<file path="src/rtl/sleepseq_pkg.sv">
// Shared types for the sleep wake-up sequencer.
// Assumes: one controller instance per core; all state lives on the raw clock.
package sleepseq_pkg;

    // Controller states: running, stopped, oscillator settling, post-wake cycle
    typedef enum logic [1:0] {
        ST_RUN   = 2'd0,
        ST_DOZE  = 2'd1,
        ST_OST   = 2'd2,
        ST_POST  = 2'd3
    } seq_state_t;

endpackage

</file>
<file path="src/rtl/sleepseq_phase.sv">
// Instruction-cycle phase generator.
// Counts PHASES raw clocks per instruction cycle while enabled, and flags
// the last phase as the cycle boundary. It freezes while disabled.
// Assumes: it is disabled only right after a boundary, so it freezes at 0.
module sleepseq_phase #(
    parameter int PHASES = 4,
    localparam int QW    = $clog2(PHASES)
) (
    input  logic          clk,
    input  logic          rst_n,
    input  logic          en,
    output logic [QW-1:0] q,
    output logic          boundary
);

    localparam logic [QW-1:0] LAST = QW'(PHASES - 1);

    // Phase register: advance while the core clock runs, wrap after LAST
    always_ff @(posedge clk) begin
        if (!rst_n) begin
            q <= '0;
        end else if (en) begin
            q <= (q == LAST) ? '0 : q + 1'b1;
        end
    end

    // Boundary marker: the final phase of a running instruction cycle
    always_comb begin
        boundary = en && (q == LAST);
    end

endmodule

</file>
<file path="src/rtl/sleepseq_ost.sv">
// Oscillator start-up timer.
// Counts raw clocks while run is high and raises done in the COUNT-th clock.
// Held at zero while run is low. COUNT <= 1 selects a bypass with no counter.
module sleepseq_ost #(
    parameter int COUNT = 1024,
    localparam int CW   = $clog2(COUNT + 1)
) (
    input  logic clk,
    input  logic rst_n,
    input  logic run,
    output logic done
);

    generate
        if (COUNT <= 1) begin : g_bypass
            // Bypass: the settle window is one clock at most
            always_comb begin
                done = run;
            end
        end else begin : g_count
            logic [CW-1:0] cnt;

            // Settle counter: cleared while idle, counts up while running
            always_ff @(posedge clk) begin
                if (!rst_n || !run) begin
                    cnt <= '0;
                end else if (!done) begin
                    cnt <= cnt + 1'b1;
                end
            end

            // Terminal count reached in this clock
            always_comb begin
                done = run && (cnt == CW'(COUNT - 1));
            end
        end
    endgenerate

endmodule

</file>
<file path="src/rtl/sleepseq_edge.sv">
// Rising-edge detector for the external interrupt line.
// Tracks the previous pin level on every clock and reports a 0-to-1 change
// only while armed.
// Assumes: the pin is already synchronous to clk.
module sleepseq_edge (
    input  logic clk,
    input  logic rst_n,
    input  logic pin,
    input  logic arm,
    output logic rise
);

    logic pin_q;

    // Previous pin level, updated on every clock
    always_ff @(posedge clk) begin
        if (!rst_n) begin
            pin_q <= 1'b0;
        end else begin
            pin_q <= pin;
        end
    end

    // Edge report gated by arm
    always_comb begin
        rise = arm && pin && !pin_q;
    end

endmodule

</file>
<file path="src/rtl/sleepseq_ctrl.sv">
// Sleep/wake state machine.
// Decides on cycle boundaries whether to stop the core. It waits for the
// wake event, routes through the start-up timer in crystal mode and runs
// one post-wake instruction cycle. Then it either vectors or continues in line.
// Assumes: sleep_pc is valid with sleep_exec, and gie is stable during the
// post-wake cycle.
module sleepseq_ctrl
    import sleepseq_pkg::*;
#(
    parameter int AW = 13
) (
    input  logic          clk,
    input  logic          rst_n,
    input  logic          boundary,
    input  logic          sleep_exec,
    input  logic [AW-1:0] sleep_pc,
    input  logic          pend_flag,
    input  logic          src_en,
    input  logic          pin_rise,
    input  logic          rc_mode,
    input  logic          settle_done,
    input  logic          gie,
    output seq_state_t    state,
    output logic          wake_evt,
    output logic          vec_take,
    output logic [AW-1:0] ret_addr
);

    seq_state_t nxt;
    logic       take_sleep;

    // Sleep is recognised only at the end of an instruction cycle
    always_comb begin
        take_sleep = (state == ST_RUN) && boundary && sleep_exec;
        wake_evt   = (state == ST_DOZE) && pin_rise && src_en;
        vec_take   = (state == ST_POST) && boundary && gie;
    end

    // Next-state selection
    always_comb begin
        nxt = state;
        unique case (state)
            ST_RUN:  if (take_sleep)  nxt = (pend_flag && src_en) ? ST_POST : ST_DOZE;
            ST_DOZE: if (wake_evt)    nxt = rc_mode ? ST_POST : ST_OST;
            ST_OST:  if (settle_done) nxt = ST_POST;
            ST_POST: if (boundary)    nxt = ST_RUN;
            default:                  nxt = ST_RUN;
        endcase
    end

    // State and return-address registers
    always_ff @(posedge clk) begin
        if (!rst_n) begin
            state    <= ST_RUN;
            ret_addr <= '0;
        end else begin
            state <= nxt;
            if (take_sleep) begin
                ret_addr <= sleep_pc + AW'(2);
            end
        end
    end

endmodule

</file>
<file path="src/rtl/sleep_wake_seq.sv">
// Sleep wake-up sequencer top level.
// Joins the phase generator, the edge detector, the start-up timer and the
// controller, and turns controller state into core-facing strobes.
// Assumes: all inputs are synchronous to the raw oscillator clock.
module sleep_wake_seq
    import sleepseq_pkg::*;
#(
    parameter int          AW          = 13,
    parameter int          PHASES      = 4,
    parameter int          OST_CYCLES  = 1024,
    parameter logic [AW-1:0] VEC_ADDR  = AW'(4),
    localparam int         QW          = $clog2(PHASES)
) (
    input  logic          clk,
    input  logic          rst_n,
    input  logic          sleep_exec,
    input  logic [AW-1:0] sleep_pc,
    input  logic          int_pin,
    input  logic          int_en,
    input  logic          int_flag,
    input  logic          gie,
    input  logic          osc_rc,
    output logic          core_clk_en,
    output logic [QW-1:0] q_phase,
    output logic          int_flag_set,
    output logic          pc_load,
    output logic [AW-1:0] pc_target,
    output logic          flush,
    output logic          stack_push,
    output logic [AW-1:0] push_addr,
    output logic          gie_clr
);

    seq_state_t    state;
    logic          boundary;
    logic          pin_rise;
    logic          settle_done;
    logic          wake_evt;
    logic          vec_take;
    logic [AW-1:0] ret_addr;

    // Core clock runs in normal operation and during the post-wake cycle
    always_comb begin
        core_clk_en = (state == ST_RUN) || (state == ST_POST);
    end

    sleepseq_phase #(.PHASES(PHASES)) u_phase (
        .clk      (clk),
        .rst_n    (rst_n),
        .en       (core_clk_en),
        .q        (q_phase),
        .boundary (boundary)
    );

    sleepseq_edge u_edge (
        .clk   (clk),
        .rst_n (rst_n),
        .pin   (int_pin),
        .arm   (state == ST_DOZE),
        .rise  (pin_rise)
    );

    sleepseq_ost #(.COUNT(OST_CYCLES)) u_ost (
        .clk   (clk),
        .rst_n (rst_n),
        .run   (state == ST_OST),
        .done  (settle_done)
    );

    sleepseq_ctrl #(.AW(AW)) u_ctrl (
        .clk         (clk),
        .rst_n       (rst_n),
        .boundary    (boundary),
        .sleep_exec  (sleep_exec),
        .sleep_pc    (sleep_pc),
        .pend_flag   (int_flag),
        .src_en      (int_en),
        .pin_rise    (pin_rise),
        .rc_mode     (osc_rc),
        .settle_done (settle_done),
        .gie         (gie),
        .state       (state),
        .wake_evt    (wake_evt),
        .vec_take    (vec_take),
        .ret_addr    (ret_addr)
    );

    // Core-facing strobes derived from the controller decisions
    always_comb begin
        int_flag_set = wake_evt;
        pc_load      = vec_take;
        flush        = vec_take;
        stack_push   = vec_take;
        gie_clr      = vec_take;
        pc_target    = vec_take ? VEC_ADDR : '0;
        push_addr    = ret_addr;
    end

endmodule

</file>
<file path="config.mk">
export PLATFORM = sky130hd
export DESIGN_NAME = sleep_wake_seq
export DESIGN_NICKNAME = d
export VERILOG_FILES = /design/src/rtl/sleepseq_pkg.sv /design/src/rtl/sleepseq_phase.sv /design/src/rtl/sleepseq_ost.sv /design/src/rtl/sleepseq_edge.sv /design/src/rtl/sleepseq_ctrl.sv /design/src/rtl/sleep_wake_seq.sv
export SDC_FILE = /design/constraint.sdc
export NUM_CORES = 1
export LEC_CHECK = 0
export BUFFER_PORTS_ARGS = -buffer_cell sky130_fd_sc_hd__buf_2
export CORE_MARGIN = 5
export CORE_UTILIZATION = 53
export CTS_CLUSTER_SIZE = 8
export DETAILED_ROUTE_END_ITERATION = 10
export GPL_ROUTABILITY_DRIVEN = 0
export GPL_TIMING_DRIVEN = 0
export PLACE_DENSITY = 0.93
export SLEW_MARGIN = 20
export SYNTH_ARGS = -nofsm -noshare
export SYNTH_HDL_FRONTEND = slang
export SYNTH_SLANG_ARGS = --single-unit
</file>
<file path="constraint.sdc">
create_clock -name clk -period 5.7 [get_ports clk]
set_input_delay 1.14 -clock clk [delete_from_list [all_inputs] [get_ports clk]]
set_output_delay 1.14 -clock clk [all_outputs]
set_load 0.02 [all_outputs]
</file>
==> impl_metrics.json <==
{
  "wl_per_cell_um": 11.9,
  "fp.coreArea_mm2": 0.00298,
  "cts_sinks": 29,
  "grt_pass1_wl_um": 5440,
  "diodes": 0,
  "antenna_found_initial": 0,
  "hold_end": "u_ost.g_count.cnt[10]",
  "vias_per_cell": 5.13,
  "worstPathArrival_ns": 1.73,
  "pin_count": 55,
  "post_cts_buffers": 0,
  "drive_above_1_share_pct": 30.9,
  "yosysTopAreaCellShare_pct": 36.0,
  "clock_skew_ns": 0.00866,
  "cp_max_fo": 5,
  "std_cell_rows": 20,
  "overflow": 0,
  "fin_tns_setup_ns": 0,
  "post-dp-hpwl_um": 2670,
  "cts_hold_buf": 0,
  "drt_iter0_markers": 50,
  "cts-buffers-inserted": 5,
  "end_kind": "output port",
  "maxCapViolCount": 0,
  "fmax_mhz": 349,
  "ff2ff_setup_slack_ns": 3.59,
  "fp.dieW_um": 65.2,
  "track_usage_pct": 16.3,
  "hp-class": "reg2reg",
  "path_clk_slew_ns": 0.09,
  "root_buffer": "clkbuf_4",
  "synth_area_leader_cell": "dfxtp_1",
  "ys_async_sr_fraction_pct": 0,
  "ys_seq_area_share_pct": 36.0,
  "reg2reg_depth": 6,
  "hold_viol_final": 0,
  "via_count": 1432,
  "drtPass1Iterations": 4,
  "most-common-layout-cells": "buf_2, dfxtp_1, nor2_1",
  "cts.htree.levels": 2,
  "hold_depth": 2,
  "syn_area_mm2": 0.00161,
  "maxSlewViolCount": 0,
  "clock_path_buffers": 2,
  "die_h_um": 65.2,
  "numPortBuffers": 42,
  "synth-main-ff-cell": "dfxtp_1",
  "fin_crit_sh_pct": 50.3,
  "p_leak_nw": 0.921,
  "nets": 274,
  "die-area_mm2": 0.00425,
  "synth_edf_count": 0,
  "synth.avg_cell_area_um2": 8.72,
  "drcViolationCount": 0,
  "worstHoldStart": "u_ost.g_count.cnt[10]",
  "reg2reg_from": "u_ctrl.state[0]",
  "synthToLayoutAreaGrowth_pct": 21.2,
  "pwr_density_cell_mw_per_mm2": 260,
  "min_period_ns": 2.87,
  "clk_latency_ns": 0.32,
  "wl_um": 3320,
  "ant_nets": 0,
  "synth_warnings": 0,
  "setup_viol": 0,
  "rsz0062_at_grt": "false",
  "start_kind": "input pin",
  "yosysUniqueCellTypes": 42,
  "synthTopCellsByArea": "dfxtp_1, buf_4, ha_1, nor2_1, xnor2_1",
  "vdd_drop_max_uv": 167,
  "grt_pass1_vias": 1315,
  "fin_util_pct": 65.6,
  "layout_commonest_cell": "buf_2",
  "grt_max_degree": 11,
  "cts.repair.resized": 0,
  "r2r-end": "u_ctrl.ret_addr[5]",
  "synthCells": 185,
  "ys_ff_latch": 29,
  "initial_utilization_pct": 54.2,
  "cts_tree": "built",
  "crit_required_ns": 4.56,
  "critPathKind": "in2out",
  "status": "finished, final reports clean"
}
final cells by class:
cell class / count / area (um^2)
flip-flops and latches: 29 / 581
well taps: 33 / 41.3
inverters: 10 / 37.5
fillers: 240 / 1020
plain buffers: 20 / 138
multi-input cells: 137 / 898
repair buffers: 42 / 210
clock buffers: 8 / 48.8
critical path, cell delays in order:
cell and delay (ns):
buf_2 0.09, and3_1 0.21, buf_4 0.14, buf_2 0.15
worst max-delay path by stage:
stage,from,endpoint,depth (start not counted)
floorplan,gie,gie_clr,2
global placement,gie,pc_target[2],4
detailed placement,gie,pc_load,4
CTS,gie,pc_load,4
global route,gie,stack_push,4
finish,gie,pc_load,4
cell families (layout without fill, tap and decap cells):
group | Yosys count | in the layout | share of synthesized area, %
and+or+nand+nor | 62 | 62 | 20.4
other | 1 | 12 | 0.233
buffers and inverters | 30 | 80 | 10.9
muxes | 6 | 6 | 3.72
DFF | 29 | 29 | 36.0
adders and majority gates | 8 | 8 | 6.21
xor gates and xnor gates | 14 | 14 | 7.60
AOI/OAI and AO/OA | 35 | 35 | 15.0
synthesized netlist by cell type (all sizes together) (2+ instances only):
master and n:
a211oi 6, a21oi 8, nand3b 2, nor2 23
and2 3, mux2i 6, clkbuf 2, nand2 7
xnor2 9, inv 9, o21ai 9, xor2 5
nand3 10, nor3 6, a31oi 4, ha 8
dfxtp 29, and3 3, a31o 2, buf 18
nand4 3
metal layers:
layer | wire length [um] | track usage, % | share of wire (%)
met1 | 1300 | 16.8 | 39
met2 | 1750 | 30.2 | 53
met3 | 228 | 5.30 | 6.9
met4 | 40 | 6.22 | 1.2
met5 | 0 | 0 | 0
state kept, by name, indices dropped and copies added, names as in the netlist:
signal and flops:
u_phase.q 2, u_ctrl.ret_addr 13, u_ctrl.state 2, u_edge.pin_q 1, u_ost.g_count.cnt 11
stage by stage:
| stage | cells | area (um^2) | setup WS, ns | hold WS (ns) | power [mW] |
|---|---|---|---|---|---|
| CTS | 279 | 1950 | 2.83 | 0.470 | 0.513 |
| global placement | 271 | 1910 | 2.83 | 0.441 | 0.392 |
| finish | 279 | 1950 | 2.83 | 0.473 | 0.507 |
| floorplan | 196 | 1650 | 2.90 | 0.427 | 0.349 |
| global route | 279 | 1950 | 2.81 | 0.512 | 0.542 |
| detailed placement | 271 | 1910 | 2.83 | 0.446 | 0.398 |
where the power goes:
part / switching, mW / internal [mW] / total, mW
Combinational: 0.0947 / 0.0617 / 0.156
Sequential: 0.0138 / 0.221 / 0.235
Clock: 0.0666 / 0.0491 / 0.116
(Power assumes the default switching activity.)
